**src/rtl/ecsm_pkg.sv**
```systemverilog
package ecsm_pkg;

   // micro-command codes seen by the arithmetic unit
   typedef enum logic [2:0] {
      UC_LDA  = 3'd0,
      UC_LDB  = 3'd1,
      UC_MUL  = 3'd2,
      UC_MOV  = 3'd3,
      UC_LDX  = 3'd4,
      UC_CLRZ = 3'd5,
      UC_LDY  = 3'd6
   } ucmd_e;

   // point-level operation kinds expanded by the inner sequencer
   typedef enum logic [1:0] {
      PK_INIT = 2'd0,
      PK_DBL  = 2'd1,
      PK_ADD  = 2'd2
   } pop_e;

   localparam int STEPS_PER_MUL = 4;
   localparam int INIT_STEPS    = 3;

endpackage

```
**src/rtl/ecsm_scalar_reg.sv**
```systemverilog
module ecsm_scalar_reg #(
   parameter int KMAX = 261
) (
   input  logic            clk,
   input  logic            rst_n,
   input  logic            load_i,
   input  logic [KMAX-1:0] val_i,
   input  logic            shift_i,
   output logic            msb_o
);

   logic [KMAX-1:0] sr_q;

   always_ff @(posedge clk or negedge rst_n) begin
      if (!rst_n) begin
         sr_q <= '0;
      end else if (load_i) begin
         sr_q <= val_i;
      end else if (shift_i) begin
         sr_q <= {sr_q[KMAX-2:0], 1'b0};
      end
   end

   assign msb_o = sr_q[KMAX-1];

   initial begin
      assert (KMAX >= 2) else $error("ecsm_scalar_reg: KMAX must be at least 2");
   end

endmodule

```
**src/rtl/ecsm_useq.sv**
```systemverilog
module ecsm_useq
   import ecsm_pkg::*;
#(
   parameter int MULS_DBL = 7,
   parameter int MULS_ADD = 13,
   parameter int IDXW     = 4
) (
   input  logic            clk,
   input  logic            rst_n,
   input  logic            kick_i,
   input  pop_e            kind_i,
   input  logic            ack_i,
   output logic            req_o,
   output logic [2:0]      op_o,
   output logic [IDXW-1:0] idx_o,
   output logic            fin_o
);

   localparam int MAXM  = (MULS_ADD > MULS_DBL) ? MULS_ADD : MULS_DBL;
   localparam int MAXST = STEPS_PER_MUL * MAXM;
   localparam int SW    = $clog2(MAXST + 1);

   typedef enum logic [1:0] {Q_IDLE, Q_ISSUE, Q_WAIT} qst_e;

   qst_e          st;
   pop_e          kind_q;
   logic [SW-1:0] step;
   logic [SW-1:0] last_step;

   always_comb begin
      case (kind_q)
         PK_INIT: last_step = SW'(INIT_STEPS - 1);
         PK_DBL:  last_step = SW'(STEPS_PER_MUL * MULS_DBL - 1);
         default: last_step = SW'(STEPS_PER_MUL * MULS_ADD - 1);
      endcase
   end

   // command decode from the step counter
   always_comb begin
      if (kind_q == PK_INIT) begin
         op_o  = 3'(UC_LDX) + 3'(step);
         idx_o = '0;
      end else begin
         op_o  = {1'b0, step[1:0]};
         idx_o = IDXW'(step >> 2);
      end
   end

   always_ff @(posedge clk or negedge rst_n) begin
      if (!rst_n) begin
         st     <= Q_IDLE;
         kind_q <= PK_INIT;
         step   <= '0;
         fin_o  <= 1'b0;
      end else begin
         fin_o <= 1'b0;
         case (st)
            Q_IDLE: begin
               if (kick_i) begin
                  kind_q <= kind_i;
                  step   <= '0;
                  st     <= Q_ISSUE;
               end
            end
            Q_ISSUE: st <= Q_WAIT;
            Q_WAIT: begin
               if (ack_i) begin
                  if (step == last_step) begin
                     fin_o <= 1'b1;
                     st    <= Q_IDLE;
                  end else begin
                     step <= step + 1'b1;
                     st   <= Q_ISSUE;
                  end
               end
            end
            default: st <= Q_IDLE;
         endcase
      end
   end

   assign req_o = (st == Q_ISSUE);

   initial begin
      assert (MULS_DBL >= 1 && MULS_ADD >= 1) else $error("ecsm_useq: multiplication counts must be positive");
      assert ((1 << IDXW) >= MAXM) else $error("ecsm_useq: IDXW too narrow");
   end

   AST_REQ_SINGLE: assert property (@(posedge clk) disable iff (!rst_n) req_o |=> !req_o);
   AST_HOLD_NO_ACK: assert property (@(posedge clk) disable iff (!rst_n) (st == Q_WAIT && !ack_i) |=> (!req_o && $stable(op_o) && $stable(idx_o)));
   AST_FIN_NEEDS_ACK: assert property (@(posedge clk) disable iff (!rst_n) fin_o |-> $past(ack_i));
   AST_KICK_WHEN_IDLE: assert property (@(posedge clk) disable iff (!rst_n) kick_i |-> (st == Q_IDLE));

endmodule

```
**src/rtl/ecsm_seq_ctrl.sv**
```systemverilog
module ecsm_seq_ctrl
   import ecsm_pkg::*;
#(
   parameter int KMAX     = 261,
   parameter int MULS_DBL = 7,
   parameter int MULS_ADD = 13,
   parameter int LW       = $clog2(KMAX + 1),
   parameter int IDXW     = $clog2((MULS_ADD > MULS_DBL) ? MULS_ADD : MULS_DBL)
) (
   input  logic            clk,
   input  logic            rst_n,
   input  logic            start_i,
   input  logic            stop_i,
   input  logic [LW-1:0]   len_i,
   input  logic            scalar_load_i,
   input  logic [KMAX-1:0] scalar_i,
   output logic            cmd_req_o,
   output logic [2:0]      cmd_op_o,
   output logic [IDXW-1:0] cmd_idx_o,
   input  logic            cmd_ack_i,
   output logic            busy_o,
   output logic            done_o
);

   typedef enum logic [1:0] {O_IDLE, O_INIT, O_DBL, O_ADD} ost_e;

   ost_e          ost;
   logic [LW-1:0] bit_cnt;
   logic [LW-1:0] len_q;
   logic [LW-1:0] len_eff;
   logic          kick_q;
   pop_e          kind_q;
   logic          done_q;
   logic          seq_fin;
   logic          cur_bit;
   logic          bit_end;
   logic          last_bit;
   logic          shift_en;

   assign len_eff = (len_i == '0 || len_i > LW'(KMAX)) ? LW'(KMAX) : len_i;

   // iteration boundary: doubling of a zero bit or addition has finished
   assign bit_end  = seq_fin && ((ost == O_DBL && !cur_bit) || ost == O_ADD);
   assign last_bit = (bit_cnt == len_q - 1'b1) || stop_i;
   assign shift_en = bit_end && !last_bit;

   ecsm_scalar_reg #(.KMAX(KMAX)) u_sreg (
      .clk    (clk),
      .rst_n  (rst_n),
      .load_i (scalar_load_i && ost == O_IDLE),
      .val_i  (scalar_i),
      .shift_i(shift_en),
      .msb_o  (cur_bit)
   );

   ecsm_useq #(.MULS_DBL(MULS_DBL), .MULS_ADD(MULS_ADD), .IDXW(IDXW)) u_useq (
      .clk    (clk),
      .rst_n  (rst_n),
      .kick_i (kick_q),
      .kind_i (kind_q),
      .ack_i  (cmd_ack_i),
      .req_o  (cmd_req_o),
      .op_o   (cmd_op_o),
      .idx_o  (cmd_idx_o),
      .fin_o  (seq_fin)
   );

   always_ff @(posedge clk or negedge rst_n) begin
      if (!rst_n) begin
         ost     <= O_IDLE;
         bit_cnt <= '0;
         len_q   <= '0;
         kick_q  <= 1'b0;
         kind_q  <= PK_INIT;
         done_q  <= 1'b0;
      end else begin
         kick_q <= 1'b0;
         case (ost)
            O_IDLE: begin
               if (start_i) begin
                  done_q  <= 1'b0;
                  len_q   <= len_eff;
                  bit_cnt <= '0;
                  kick_q  <= 1'b1;
                  kind_q  <= PK_INIT;
                  ost     <= O_INIT;
               end
            end
            O_INIT: begin
               if (seq_fin) begin
                  kick_q <= 1'b1;
                  kind_q <= PK_DBL;
                  ost    <= O_DBL;
               end
            end
            O_DBL, O_ADD: begin
               if (seq_fin && ost == O_DBL && cur_bit) begin
                  kick_q <= 1'b1;
                  kind_q <= PK_ADD;
                  ost    <= O_ADD;
               end else if (bit_end) begin
                  if (last_bit) begin
                     done_q <= 1'b1;
                     ost    <= O_IDLE;
                  end else begin
                     bit_cnt <= bit_cnt + 1'b1;
                     kick_q  <= 1'b1;
                     kind_q  <= PK_DBL;
                     ost     <= O_DBL;
                  end
               end
            end
            default: ost <= O_IDLE;
         endcase
      end
   end

   assign busy_o = (ost != O_IDLE);
   assign done_o = done_q;

   initial begin
      assert ((1 << LW) > KMAX) else $error("ecsm_seq_ctrl: LW too narrow for KMAX");
   end

   AST_DONE_IDLE: assert property (@(posedge clk) disable iff (!rst_n) done_o |-> !busy_o);
   AST_BIT_IN_RANGE: assert property (@(posedge clk) disable iff (!rst_n) busy_o |-> (bit_cnt < len_q));
   AST_ADD_AFTER_DBL: assert property (@(posedge clk) disable iff (!rst_n) (kick_q && kind_q == PK_ADD) |-> ($past(ost) == O_DBL));
   AST_BUSY_START_IGN: assert property (@(posedge clk) disable iff (!rst_n) (busy_o && start_i) |=> !(kick_q && kind_q == PK_INIT));
   AST_STOP_ENDS: assert property (@(posedge clk) disable iff (!rst_n) (bit_end && stop_i) |=> (done_o && !busy_o));

endmodule

```
**config.mk**
```make
export PLATFORM = sky130hd
export DESIGN_NAME = ecsm_seq_ctrl
export DESIGN_NICKNAME = d
export VERILOG_FILES = /design/src/rtl/ecsm_pkg.sv /design/src/rtl/ecsm_scalar_reg.sv /design/src/rtl/ecsm_useq.sv /design/src/rtl/ecsm_seq_ctrl.sv
export SDC_FILE = /design/constraint.sdc
export NUM_CORES = 1
export LEC_CHECK = 0
export BUFFER_PORTS_ARGS = -buffer_cell sky130_fd_sc_hd__clkbuf_2
export CAP_MARGIN = 20
export CORE_MARGIN = 10
export CORE_UTILIZATION = 40
export DETAILED_ROUTE_END_ITERATION = 6
export PLACE_DENSITY_LB_ADDON = 0.12
export SKIP_CTS_REPAIR_TIMING = 1
export SYNTH_ARGS = -nofsm -noshare
export SYNTH_HDL_FRONTEND = slang
export SYNTH_SLANG_ARGS = --single-unit
```
**constraint.sdc**
```tcl
create_clock -name clk -period 3.1 [get_ports clk]
set_input_delay 0.155 -clock clk [delete_from_list [all_inputs] [get_ports clk]]
set_output_delay 0.155 -clock clk [all_outputs]
set_load 0.005 [all_outputs]
```
==> metrics.cfg <==
[critical_path]
r2r_setup_slack_ns = 0.19
critPathArrivalTime_ns = 3.34
path_class = register to register
ff2ff_path_depth = 13
worst_r2r_endpoint = u_sreg.sr_q[144]
critPathCaptureType = register
critical_path.top_delay_family = compound AO/OA/AOI/OAI gates
crit_start = len_q[1]
start_kind = register
required_ns = 3.53
worstPathMaxFanout = 32
path_buf_inv = 5
reg2reg_from = len_q[1]
crit_slowest_cell = dfrtp_1
crit_path_max_incr_delay_ns = 0.42
cp_cell_sequence = inv_1, ha_2, xor2_1, o211ai_1, a211o_1, a211o_1, buf_4, o31ai_4, buf_4, buf_12, buf_12, nand3_1, nand3_1

[drt]
firstDrtPassIters = 5
vias = 13600
wl_per_cell_um = 16.8
drtIter0Drc = 1107
vias_per_cell = 5.16
antenna_left = 0
routed_wl_um = 44400
drc = 0

[yosys]
synthesis.nets = 1918
syn_avg_cell_area_um2 = 8.34
yosysSeqAreaShare_pct = 54.2
yosysWarnings = 0
syn_inst = 1638
synth_edf_count = 0
synth-seq-cells = 296
ys_async_sr_fraction_pct = 100
synth.distinct_cells = 46
synth_ff_type = dfrtp_1
synth_area_mm2 = 0.0137

[floorplan]
fp.coreArea_mm2 = 0.0336
dieArea_mm2 = 0.0419
die_x_um = 205
fp.dieH_um = 205
rows = 67
start_util_pct = 40.6
ioPinCount = 286

[cts]
cts_buffers = 36
clkTransAtPathRegs_ns = 0.06
cts_root_buffer = clkbuf_16
clk_path_buf_depth = 3
cts_tree = built
clock_sinks = 296
clkLatencyLatePin_ns = 0.51
htreeDepth = 2

[timing]
skew_ns = 0.0160
rsz0062_at_grt = false
maxSlewViolCount = 0
clock.fmax_mhz = 344
worst_slew_pin_slew_ns = 0.801
slew_headroom_pct = 46.6
timing.hold.ws_ns = -0.0304
fin_tns_setup_ns = 0
fin_crit_sh_pct = 93.8
period_minus_slack_ns = 2.91
final-hold-violation-count = 3
setup_viol = 0

[layout]
seq_area_mm2 = 0.00741
syn2layout_area_growth_pct = 44.2
final_area_mm2 = 0.0197
fillers = 2992
drive_above_1_share_pct = 18.3
instances_no_fill = 2645
layout.nets = 2444
multiInputGateArea_mm2 = 0.00564

[global_route]
antenna_found_initial = 5
grt_pass1_wl_um = 64500
grt_max_degree = 101
grt_pass1_vias = 12300
gr-total-overflow = 0
track_usage_pct = 18.4

[place]
port_buffers = 285
placedCellCount = 2297
gp_congestion = 0.823
hpwl_um = 27400
placed_area_mm2 = 0.0157

[min_path]
hp-class = primary input to register
hp-start = len_i[8]
worstHoldEndpoint = len_q[3]
hold-path-cell-count = 3

[outcome]
violations = hold timing
status = finished with violations

[flow_run]
drv_cap = 0

[power]
irDropWorstVdd_mv = 0.336
power_density_mw_per_mm2 = 678
p_leak_nw = 9.53

-- cells in the mapped netlist, drive strengths merged, types with 5 or more instances --
library cell / instances / area share [%]
a21oi: 15 / 0.55
buf: 37 / 2.2
or3: 5 / 0.23
clkbuf: 86 / 2.4
nor2: 20 / 0.55
dfrtp: 296 / 54
xnor2: 5 / 0.32
nand3: 526 / 19
inv: 8 / 0.22
o21ai: 10 / 0.37
xor2: 8 / 0.51
nand2: 550 / 15
nor3: 6 / 0.22
nor2b: 5 / 0.23
-- sequential cells by signal, summed over array words and instances (netlist names) --
name	count
ost	2
u_sreg.sr_q	261
u_useq.kind_q	2
u_useq.st	2
u_useq.step	6
u_useq.fin_o	1
kind_q	2
len_q	9
kick_q	1
bit_cnt	9
done_o	1
-- layout make-up --
| type | instances | share of cell area [%] |
|---|---|---|
| antenna | 10 | 0.127 |
| clock buffer | 59 | 5.78 |
| clock inverter | 2 | 0.0699 |
| inverter | 8 | 0.152 |
| multi-input combinational | 1211 | 28.6 |
| sequential | 296 | 37.6 |
| tap | 448 | 2.84 |
| timing repair buffer | 611 | 24.8 |
-- logic make-up (layout without fill, tap and decap cells) --
kind of cell               after synthesis  count (layout)  synth area share, %
AOI/OAI and AO/OA                       52              52                 2.50
xor gates and xnor gates                13              13                0.833
adders and majority gates                4               4                0.366
buffers and inverters                  131             680                 4.78
DFF                                    296             296                 54.2
muxes                                    6               6                0.458
other                                    0              10                    0
and+or+nand+nor                       1136            1136                 36.8
-- worst reg2reg max path: stages, from the launching register on --
cell and delay [ns]:
dfrtp_1 0.42, inv_1 0.08, ha_2 0.33, xor2_1 0.15, o211ai_1 0.10, a211o_1 0.27
a211o_1 0.30, buf_4 0.16, o31ai_4 0.22, buf_4 0.18, buf_12 0.18, buf_12 0.21
nand3_1 0.11, nand3_1 0.11
-- power breakdown --
group	leakage, nW	internal [mW]	switching, mW	total (mW)
clock	0.569	2.49	1.60	4.09
sequential	3.82	5.56	0.981	6.54
combinational	5.14	1.48	1.25	2.73
-- metal layers --
layer / global-route usage, % / vias up / part of all wire, %
li1: - / 6553 / -
met1: 25.9 / 6567 / 43
met2: 28.3 / 445 / 48
met3: 4.20 / 83 / 6.9
met4: 4.36 / 0 / 2.3
met5: 0 / - / 0
-- metrics by stage --
step / power (mW) / setup slack [ns] / utilization [%] / hold WS, ns
after floorplan: 8.12 / 0.573 / - / -0.141
after global placement: 8.88 / 0.212 / 46.7 / 0.225
after detailed placement: 9.03 / 0.0963 / 46.7 / 0.233
after CTS: 13.2 / 0.0594 / 50.2 / -0.307
after global routing: 14.3 / 0.00243 / 58.6 / 0.00419
final: 13.4 / 0.193 / 58.6 / -0.0304
-- cell usage in the layout (no fill, tap or decap), types with 3 or more instances in the layout --
cell type      netlist  routed
buf_4               14      28
clkbuf_8             0      13
buf_12               0      23
nand2b_1             3       3
inv_1                8       8
clkbuf_16            0      39
ha_1                 4       3
nor4_1               3       3
nor3_1               6       6
diode_2              0      10
or3_1                5       5
clkbuf_1            86       9
nand3b_1             3       3
o21ai_0              9       9
or4_1                3       3
a21oi_1             15      15
o21bai_1             4       4
nand2_1            550     549
nor2_1              20      20
o211ai_1             3       3
clkbuf_2             0     284
dlygate4sd3_1        0     272
o31ai_1              4       3
mux2i_1              4       4
xnor2_1              5       5
nand3_1            526     526
nor2b_1              5       5
xor2_1               8       8
dfrtp_1            296     295
nand4_1              4       4
-- worst max-delay path by stage --
stage | endpoint | slack [ns] | cells after the start
after detailed placement | u_sreg.sr_q[197] | 0.1 | 10
after CTS | u_sreg.sr_q[18] | 0.06 | 10
after floorplan | u_sreg.sr_q[56] | 0.57 | 13
after global routing | bit_cnt[3] | 0.002 | 13
final | u_sreg.sr_q[144] | 0.19 | 13
after global placement | u_sreg.sr_q[28] | 0.21 | 10
Power figures use the tool's default switching activity.
